**src/rtl/gpio_evt_pkg.sv**
```systemverilog
package gpio_evt_pkg;

    localparam int ROUTE_W   = 2;
    localparam int ROUTE_IRQ = 0;
    localparam int ROUTE_SMI = 1;

    typedef struct packed {
        logic irq;
        logic smi;
    } notify_t;

endpackage

```
**src/rtl/gpio_evt_smi_mask.sv**
```systemverilog
module gpio_evt_smi_mask #(
    parameter int NPINS = 8
) (
    input  logic [NPINS-1:0] pend_i,
    input  logic [NPINS-1:0] pin_on_main_i,
    input  logic             main_pwr_ok_i,
    output logic [NPINS-1:0] live_o
);
    for (genvar p = 0; p < NPINS; p++) begin : g_pin
        // a pin on main power counts only while main power is good
        assign live_o[p] = pend_i[p] & (~pin_on_main_i[p] | main_pwr_ok_i);
    end
endmodule

```
**src/rtl/gpio_evt_any.sv**
```systemverilog
module gpio_evt_any #(
    parameter int WIDTH = 8
) (
    input  logic [WIDTH-1:0] vec_i,
    output logic             any_o
);
    assign any_o = |vec_i;
endmodule

```
**src/rtl/gpio_evt_router.sv**
```systemverilog
module gpio_evt_router
    import gpio_evt_pkg::*;
#(
    parameter int NPINS = 8
) (
    input  logic               clk,
    input  logic               rst_n,
    input  logic [NPINS-1:0]   pend_i,
    input  logic [NPINS-1:0]   pin_on_main_i,
    input  logic               main_pwr_ok_i,
    input  logic               blk_active_i,
    input  logic [ROUTE_W-1:0] route_i,
    output logic               irq_req_o,
    output logic               smi_req_o
);
    logic [NPINS-1:0] smi_live;
    logic             any_pend;
    logic             any_smi;
    notify_t          out_d, out_q;

    gpio_evt_smi_mask #(.NPINS(NPINS)) i_mask (
        .pend_i        (pend_i),
        .pin_on_main_i (pin_on_main_i),
        .main_pwr_ok_i (main_pwr_ok_i),
        .live_o        (smi_live)
    );

    gpio_evt_any #(.WIDTH(NPINS)) i_any_irq (
        .vec_i (pend_i),
        .any_o (any_pend)
    );

    gpio_evt_any #(.WIDTH(NPINS)) i_any_smi (
        .vec_i (smi_live),
        .any_o (any_smi)
    );

    always_comb begin
        out_d     = out_q;
        out_d.irq = route_i[ROUTE_IRQ] & blk_active_i & main_pwr_ok_i & any_pend;
        out_d.smi = route_i[ROUTE_SMI] & any_smi;
    end

    always_ff @(posedge clk or negedge rst_n) begin
        if (!rst_n) begin
            out_q <= '0;
        end else begin
            out_q <= out_d;
        end
    end

    assign irq_req_o = out_q.irq;
    assign smi_req_o = out_q.smi;
endmodule

```
**config.mk**
```make
export PLATFORM = sky130hd
export DESIGN_NAME = gpio_evt_router
export DESIGN_NICKNAME = d
export VERILOG_FILES = /design/src/rtl/gpio_evt_pkg.sv /design/src/rtl/gpio_evt_smi_mask.sv /design/src/rtl/gpio_evt_any.sv /design/src/rtl/gpio_evt_router.sv
export SDC_FILE = /design/constraint.sdc
export NUM_CORES = 1
export LEC_CHECK = 0
export ABC_AREA = 0
export BUFFER_PORTS_ARGS = -buffer_cell sky130_fd_sc_hd__buf_2
export CORE_AREA = 2 2 39 41
export CTS_BUF_LIST = sky130_fd_sc_hd__clkbuf_16
export DETAILED_ROUTE_END_ITERATION = 10
export DIE_AREA = 0 0 41 43
export GPL_TIMING_DRIVEN = 1
export PLACE_DENSITY = 0.41
export SLEW_MARGIN = 20
export SYNTH_ARGS = -nofsm -noshare
export SYNTH_HDL_FRONTEND = slang
export SYNTH_SLANG_ARGS = --single-unit
```
**constraint.sdc**
```tcl
create_clock -name clk -period 1.63 [get_ports clk]
set_clock_uncertainty 0.2 [all_clocks]
set_input_delay 0.489 -clock clk [delete_from_list [all_inputs] [get_ports clk]]
set_output_delay 0.489 -clock clk [all_outputs]
set_load 0.01 [all_outputs]
```
# Word-level counts from Yosys, hierarchy flattened
# Index checks and enable logic that the tools add are counted.
[word_totals] reg_bits=2 inputBits=22 out_inout_bits=2
[classes] bitwise=28 reduce_logical=2
[op_table] op="8-bit OR reduction" n=2
[op_table] op="1-bit bitwise AND" n=12
[op_table] op="1-bit NOT" n=8
[op_table] op="1-bit OR" n=8

# Logic depth before layout (Yosys ltp)
# Gate-level depths: netlist (run 1).
[logic_depth] depth_word=5 mapped_depth=3 depth_no_buf=3

# Cells and area by module
# From an unflattened synthesis (run 1), not the netlist that was laid out.
[unflattened] cells_unflattened=19 area_unflattened_um2=191.4
[by_module_without_submodules] mod="gpio_evt_smi_mask" instances=1 cells_each=9 area_per_inst_um2=93.8
[by_module_without_submodules] mod="gpio_evt_router" instances=1 cells_each=4 area_per_inst_um2=65.1
[by_module_without_submodules] mod="gpio_evt_any" instances=2 cells_each=3 area_per_inst_um2=16.3

# Worst setup path before layout (run 1)
# No wires, ideal clock.
[synth_path] kind="input -> register" start="input port main_pwr_ok_i" end="register out_q, in the netlist smi_req_o" t_arrival_ns=1.048 path_slack_ns=0.237 path_stages=3 path_cell_list="nand2b_1 a222oi_1 a41oi_1"
[synth_lines] item="from (decl)" line_no="gpio_evt_router.sv:10" rtl="input logic main_pwr_ok_i,"
[synth_lines] item="to (signal assigned)" line_no="gpio_evt_router.sv:48" rtl="out_q <= out_d;"
[synth_lines] item="to (decl)" line_no="gpio_evt_router.sv:19" rtl="notify_t out_d, out_q;"

==> results.yml, run 1 <==
global_routing:
  track_usage_pct: 7.80
  grtUsageMet2_pct: 11.3
  grt_pass1_wl_um: 876
  met1_usage_pct: 8.57
  first_global_vias: 253
  busiest_layer: "met2"
  antenna_found_initial: 0
  grt-ovfl-total: 0
  grt_start_max_net_pins: 8
  use_met3_pct: 4.71
critical_path:
  critPathBufInv: 1
  cp.required_ps: 1490
  crit_path_max_fanout: 7
  worst_ep_arrival_time_ps: 1260
  worstSetupStartpointType: "input port"
  crit_family: "compound AO/OA/AOI/OAI gates"
  end_kind: "flop"
  critPathKind: "in -> reg"
  crit_chain: "buf_2 -> nand2b_1 -> a222oi_1 -> a41oi_1"
  crit_slowest_cell: "a222oi_1"
  slowest_delay_ps: 340
die:
  rows: 14
  die_height_um: 43
  initial_core_util_pct: 12.6
  die_area_mm2: 0.00176
  die_w_um: 41
  fp.coreArea_mm2: 0.00138
  io_pins: 24
yosys:
  synth_top_family_by_area: "simple AND/OR/NAND/NOR gates"
  yosys.area_share.adder_pct: 0
  synthXorXnorAreaFrac_pct: 0
  synth_compound_area_share_pct: 23.7
  synthTopCellsByCount: "inv_1, nand2b_2"
  yosys.area_share.simple_pct: 38.8
  synth_edf_count: 0
  synth_top_area_share_pct: 28.8
  yosys.cell_types.count: 12
  syn-num-nets: 43
  synth_area_leaders: "dfrtp_1, nand2b_2, a222oi_1"
  synthMuxAreaShare_pct: 0
  yosys.area.top_type: "dfrtp_1"
  synthArstFlopShare_pct: 100
  ys_seq_area_share_pct: 28.8
  synth_area_um2: 174
  ys_warn_count: 0
  synthesis.instances: 21
  ys.flop_type: "dfrtp_1"
  synth_seq_cells: 2
  synth_most_common_cell: "inv_1"
  postSynthAreaPerCell_um2: 8.28
placement:
  place_inst: 60
  gp_congestion: 0.660
  hpwl_um: 466
  port_buffers: 23
timing:
  setup_violations: 0
  slew_viol_final: 0
  grt_setup_unrepaired: "false"
  fmax_ghz: 0.715
  fin_crit_sh_pct: 85.8
  worstMarginPinSlew_ps: 305
  slew-limit-headroom_pct: 79.6
  period_minus_slack_ps: 1400
  hold_viol: 0
cts:
  cts_buffers: 3
  cts_max_level: 1
  clock_sinks: 2
  cts_tree: "built"
  root_buffer: "clkbuf_16"
  cts_setup_buffers: 0
  clk_pin_slew_ps: 30
  cts_buffer_depth: 2
hold_path:
  hold_start: "route_i[1]"
  hold_path_end: "smi_req_o$_DFF_PN0_"
  hold_depth: 3
  hold_class: "in -> reg"
layout:
  utilization_pct: 28.5
  layout.cells.non_filler: 64
  diodes: 0
  final_nets: 72
  layout-drive-gt1-share_pct: 60.4
  area_delta_synth_final_pct: 127
outcome:
  status: "complete, no violations"
power_and_ir_drop:
  pwr-share-seq_pct: 11.3
  p_sw_mw: 0.0712
  clockPowerShare_pct: 77.3
  power_density_mw_per_mm2: 1190
  irDropWorstVdd_mv: 0.340
  leakagePower_nw: 0.212
  power.internal_mw: 0.396
  p_comb_share_pct: 11.4
  switching_share_pct: 15.2
route:
  drt-initial-drc-count: 6
  drtPass1Iterations: 6
  drc: 0
  wl_per_cell_um: 8.59
  antenna_left: 0
  vias: 254
  via_per_inst: 3.97
  wirelength_um: 550
run:
  cap_violations: 0
how the worst max path moves through the flow:
stage / start / endpoint / cells past startpoint
2_1_floorplan: main_pwr_ok_i / smi_req_o$_DFF_PN0_ / 3
3_5_place_dp: main_pwr_ok_i / smi_req_o$_DFF_PN0_ / 4
6_report: main_pwr_ok_i / smi_req_o$_DFF_PN0_ / 4
5_1_grt: main_pwr_ok_i / smi_req_o$_DFF_PN0_ / 4
4_1_cts: main_pwr_ok_i / smi_req_o$_DFF_PN0_ / 4
3_3_place_gp: main_pwr_ok_i / smi_req_o$_DFF_PN0_ / 4
what timing repair did:
action / 4_1_cts / 5_1_grt
hold buffers: 1 / 0
gates resized for setup: 0 / 0
endpoints found under the setup margin: 0 / 0
hold endpoints to repair: 2 / 0
layout by cell type, fill, tap and decap left out:
cell type	n
clkbuf_16	3
a41oi_1	1
or2b_1	1
inv_1	4
a21oi_1	1
nor3_1	2
dlygate4sd3_1	1
a22oi_1	1
a222oi_1	2
nand2b_2	3
nand2b_1	2
nand3_1	1
dfrtp_1	2
buf_2	23
or3_1	1
through the flow:
stage	worst slack, ps	hold slack (ps)	area [um^2]	total power, mW	setup TNS, ps
after CTS	219	291	394	0.476	0
final	232	294	394	0.468	0
after floorplan	237	-6.59	174	0.0717	0
after detailed placement	-0.932	75.2	309	0.105	-0.932
after global placement	30.1	76.6	309	0.106	0
after global routing	165	305	394	0.492	0
cell type report:
cell class	instances	area (um^2)
sequential	2	50.0
timing repair buffer	24	125
tap	16	20.0
fill	149	990
multi-input combinational	15	109
clock buffer	3	75.1
inverter	4	15.0
cells by family after synthesis:
| logic type | Yosys count |
|---|---|
| simple gates | 10 |
| compound gates | 5 |
| buf+inv | 4 |
| flops | 2 |
state kept, by name (all words and copies together) (netlist names):
| name | count |
|---|---|
| smi_req_o | 1 |
| irq_req_o | 1 |
power groups by stage:
| stage | registers [mW] | logic [mW] | clock network [mW] |
|---|---|---|---|
| 6_report | 0.0529 | 0.0534 | 0.361 |
| 5_1_grt | 0.0532 | 0.0600 | 0.379 |
| 4_1_cts | 0.0529 | 0.0544 | 0.369 |
| 3_5_place_dp | 0.0533 | 0.0522 | 0 |
| 3_3_place_gp | 0.0534 | 0.0527 | 0 |
| 2_1_floorplan | 0.0549 | 0.0167 | 0 |
per-layer routing:
layer  share of wire, %  vias up
met5                  0        -
met4                  0        0
met3                 16        0
met2                 43       22
met1                 40      101
li1                   -      131
tightest hold or removal path: stages:
cell	delay, ps
buf_2	90
inv_1	40
a41oi_1	40
Power figures use the tool's default switching activity.
==> inputs of run 2 (changes only) <==
--- a/config.mk
+++ b/config.mk
@@ -11,8 +11,9 @@
 export CTS_BUF_LIST = sky130_fd_sc_hd__clkbuf_16
 export DETAILED_ROUTE_END_ITERATION = 10
 export DIE_AREA = 0 0 41 43
+export GPL_ROUTABILITY_DRIVEN = 1
 export GPL_TIMING_DRIVEN = 1
-export PLACE_DENSITY = 0.41
+export PLACE_DENSITY = 0.48
 export SLEW_MARGIN = 20
 export SYNTH_ARGS = -nofsm -noshare
 export SYNTH_HDL_FRONTEND = slang
==> run 2 against run 1 <==
Against the previous run:
- global-route usage barely moved
- largest cell class unchanged
- die area did not move
- count of clock-buffer cells in the layout did not move
==> results.yml, run 2 (synthesis gave the netlist of run 1 again) <==
critical_path:
  end_kind: "primary output"
  cp.required_ps: 940
  critPathKind: "reg -> out"
  crit_slowest_cell: "dfrtp_1"
  crit_end: "irq_req_o"
  crit_chain: "buf_2"
  worstSetupStartpointType: "flop"
  slowest_delay_ps: 340
  crit_family: "flip-flops"
  critPathBufInv: 1
  startpoint: "irq_req_o$_DFF_PN0_"
  worstSetupPathDepth: 1
  crit_path_max_fanout: 1
  worst_ep_arrival_time_ps: 690
layout:
  layout.cells.non_filler: 64
  layout-drive-gt1-share_pct: 60.4
  fin_area_um2: 394
  utilization_pct: 28.5
  diodes: 0
  layout_common_cells: "buf_2, inv_1, nand2b_2, clkbuf_16"
  final_nets: 72
  layout_commonest_cell: "buf_2"
  fillers: 148
  area_delta_synth_final_pct: 127
outcome:
  status: "complete, no violations"
die:
  rows: 14
  fp.coreArea_mm2: 0.00138
  initial_core_util_pct: 12.6
  die_area_mm2: 0.00176
  io_pins: 24
  die_w_um: 41
  die_height_um: 43
route:
  drt-initial-drc-count: 12
  drtPass1Iterations: 4
  wirelength_um: 611
  via_per_inst: 4.11
  wl_per_cell_um: 9.55
  drc: 0
  vias: 263
  antenna_left: 0
power_and_ir_drop:
  p_sw_mw: 0.0714
  leakagePower_nw: 0.212
  pwr-share-seq_pct: 11.3
  irDropWorstVdd_mv: 0.318
  power_density_mw_per_mm2: 1190
  p_comb_share_pct: 11.5
  switching_share_pct: 15.3
  clockPowerShare_pct: 77.2
  power.internal_mw: 0.396
timing:
  worstMarginPinSlew_ps: 285
  hold_slack_ps: 292
  fmax_ghz: 0.724
  period_minus_slack_ps: 1380
  slew-limit-headroom_pct: 81.0
  fin_crit_sh_pct: 84.8
  grt_setup_unrepaired: "false"
  slew_viol_final: 0
  setup_violations: 0
  timing.setup.tns_ps: 0
  hold_viol: 0
cts:
  cts.repair.resized: 0
  cts_buffers: 3
  cts_tree: "built"
  clock_sinks: 2
  cts_max_level: 1
  cts_buffer_depth: 2
  root_buffer: "clkbuf_16"
  clk_pin_slew_ps: 30
global_routing:
  grt-ovfl-total: 0
  first_global_vias: 231
  antenna_found_initial: 0
  track_usage_pct: 7.82
  grt_pass1_wl_um: 876
  grt_start_max_net_pins: 8
placement:
  port_buffers: 23
  placed_area_um2: 309
  gp_congestion: 0.683
  hpwl_um: 511
  place_inst: 60
run:
  cap_violations: 0
hold_path:
  hold_class: "in -> reg"
## run 2: cell counts in the layout (fill, tap and decap cells not counted)
Identical to the previous run, type by type.
## run 2: power groups by stage
stage | registers [mW] | logic [mW] | clock network, mW
3_5_place_dp | 0.0533 | 0.0525 | 0
4_1_cts | 0.0529 | 0.0547 | 0.370
6_report | 0.0529 | 0.0538 | 0.361
5_1_grt | 0.0530 | 0.0601 | 0.379
3_3_place_gp | 0.0535 | 0.0517 | 0
2_1_floorplan | 0.0549 | 0.0167 | 0
## run 2: worst min path at each step
stage                          start                  end  slack [ps]  cells after the start
after floorplan                rst_n  irq_req_o$_DFF_PN0_          -7                      0
after global placement         rst_n  irq_req_o$_DFF_PN0_          80                      1
after detailed placement       rst_n  smi_req_o$_DFF_PN0_          80                      1
after CTS                 route_i[1]  smi_req_o$_DFF_PN0_         290                      3
after global routing      route_i[1]  smi_req_o$_DFF_PN0_         300                      3
final                     route_i[1]  smi_req_o$_DFF_PN0_         290                      3
## run 2: cell type report
class / count / area [um^2] / share of cell area [%]
Multi-Input combinational cell: 15 / 109 / 27.6
Tap cell: 16 / 20.0 / 5.08
Sequential cell: 2 / 50.0 / 12.7
Clock buffer: 3 / 75.1 / 19.0
Timing Repair Buffer: 24 / 125 / 31.7
Inverter: 4 / 15.0 / 3.81
## run 2: repair_timing
action | CTS | global route
setup buffers | 0 | 0
hold endpoints to repair | 2 | 0
hold buffers | 1 | 0
## run 2: per-layer routing
| metal | wire length [um] | vias up | GRT usage (%) |
|---|---|---|---|
| li1 | - | 131 | - |
| met1 | 230 | 119 | 8.33 |
| met2 | 309 | 13 | 10.3 |
| met3 | 71 | 0 | 3.66 |
| met4 | 0 | 0 | 8.00 |
| met5 | 0 | - | 0 |
## run 2: stage by stage
stage | setup WS (ps) | power [mW]
after CTS | 238 | 0.477
after detailed placement | 37.9 | 0.106
after global routing | 147 | 0.492
final | 248 | 0.468
after floorplan | 237 | 0.0717
after global placement | 44.9 | 0.105
==> inputs of run 3 (changes only) <==
==> constraint.sdc (replaced) <==
create_clock -name clk -period 1.4 [get_ports clk]
set_clock_uncertainty 0.2 [all_clocks]
set_input_delay 0.42 -clock clk [delete_from_list [all_inputs] [get_ports clk]]
set_output_delay 0.42 -clock clk [all_outputs]
set_load 0.01 [all_outputs]
==> run 3 against run 2 <==
Against the previous run:
- clock power up 16%
- hold slack got worse by 75 ps
- worst setup slack worse by 170 ps
- final area rose by 3.8%
- utilization grew 1.1 points
- critical path depth stayed put
- flip-flop and latch count did not move
- sequential share of layout area shrank 0.47 points
- count of clock-buffer cells in the layout stayed put
- critical path type unchanged
==> results.yml, run 3 (synthesis gave the netlist of run 1 again) <==
cts:
  cts_buffer_depth: 2
  clock_sinks: 2
  cts.repair.resized: 0
  cts_buffers: 3
  postCtsHoldBufs: 1
  clk_pin_slew_ps: 30
  root_buffer: "clkbuf_16"
  cts_tree: "built"
  cts_setup_buffers: 0
  cts_max_level: 1
die:
  io_pins: 24
  die_area_mm2: 0.00176
  die_w_um: 41
  die_height_um: 43
  initial_core_util_pct: 12.6
  fp.coreArea_mm2: 0.00138
  rows: 14
timing:
  setup_violations: 0
  slew-limit-headroom_pct: 80.1
  period_minus_slack_ps: 1320
  grt_setup_unrepaired: "false"
  fmax_ghz: 0.758
  worstMarginPinSlew_ps: 299
  hold_slack_ps: 217
  slew_viol_final: 0
  fin_crit_sh_pct: 94.2
  hold_viol: 0
layout:
  final_nets: 74
  layout_commonest_cell: "buf_2"
  area_delta_synth_final_pct: 135
  diodes: 0
  layout_common_cells: "buf_2, inv_1, nand2b_2, clkbuf_16"
  fin_area_um2: 409
  utilization_pct: 29.6
  layout-drive-gt1-share_pct: 62.0
critical_path:
  crit_path_max_fanout: 1
  slowest_delay_ps: 350
  worstSetupStartpointType: "flop"
  crit_slowest_cell: "dfrtp_1"
  end_kind: "primary output"
  critPathKind: "reg -> out"
  cp.required_ps: 780
  critPathBufInv: 1
  crit_family: "flip-flops"
  crit_chain: "buf_2"
  worst_ep_arrival_time_ps: 700
route:
  wirelength_um: 556
  via_per_inst: 3.85
  drtPass1Iterations: 4
  wl_per_cell_um: 8.42
  drc: 0
  vias: 254
  antenna_left: 0
  drt-initial-drc-count: 7
run:
  cap_violations: 0
outcome:
  status: "complete, no violations"
global_routing:
  grt_pass1_wl_um: 869
  grtUsageMet2_pct: 10.9
  use_met3_pct: 2.62
  grt_start_max_net_pins: 7
  track_usage_pct: 7.52
  grt-ovfl-total: 0
  first_global_vias: 256
  antenna_found_initial: 0
  met1_usage_pct: 7.35
  busiest_layer: "met2"
placement:
  hpwl_um: 488
  gp_congestion: 0.768
  placed_area_um2: 324
  port_buffers: 23
power_and_ir_drop:
  irDropWorstVdd_mv: 0.372
  power_density_mw_per_mm2: 1340
  leakagePower_nw: 0.222
  power_mw: 0.548
hold_path:
  hold_class: "in -> reg"
## run 3: cell count changes in the layout (fill, tap and decap cells not counted), sizes merged
cell,change
buf,+2
## run 3: area by class of cell
class	instances	area, um^2
fillers	156	975
repair buffers	26	140
inverters	4	15.0
flip-flops and latches	2	50.0
multi-input cells	15	109
well taps	16	20.0
clock buffers	3	75.1
## run 3: per-layer routing
metal	vias to the layer above	part of all wire, %
met5	-	0
met4	0	0
met3	0	12
met2	11	50
met1	108	38
li1	135	-
## run 3: worst paths after layout
kind | start | endpoint | slack [ps] | cells after the start
max | smi_req_o$_DFF_PN0_ | smi_req_o | 80 | 1
min | route_i[1] | smi_req_o$_DFF_PN0_ | 220 | 3
max in group asynchronous | rst_n | smi_req_o$_DFF_PN0_ | 590 | 2
min in group asynchronous | rst_n | irq_req_o$_DFF_PN0_ | 320 | 2
## run 3: where the power goes
part	internal [mW]	switching, mW
Combinational	0.0411	0.0244
Clock	0.363	0.0576
Sequential	0.0611	0.000673
## run 3: per-stage QoR
step | setup WS (ps) | instances | TNS [ps]
after floorplan | 76.0 | 21 | 0
after detailed placement | -136 | 62 | -251
after global routing | 4.62 | 66 | 0
after global placement | -114 | 62 | -223
final | 81.2 | 66 | 0
after CTS | 80.9 | 66 | 0
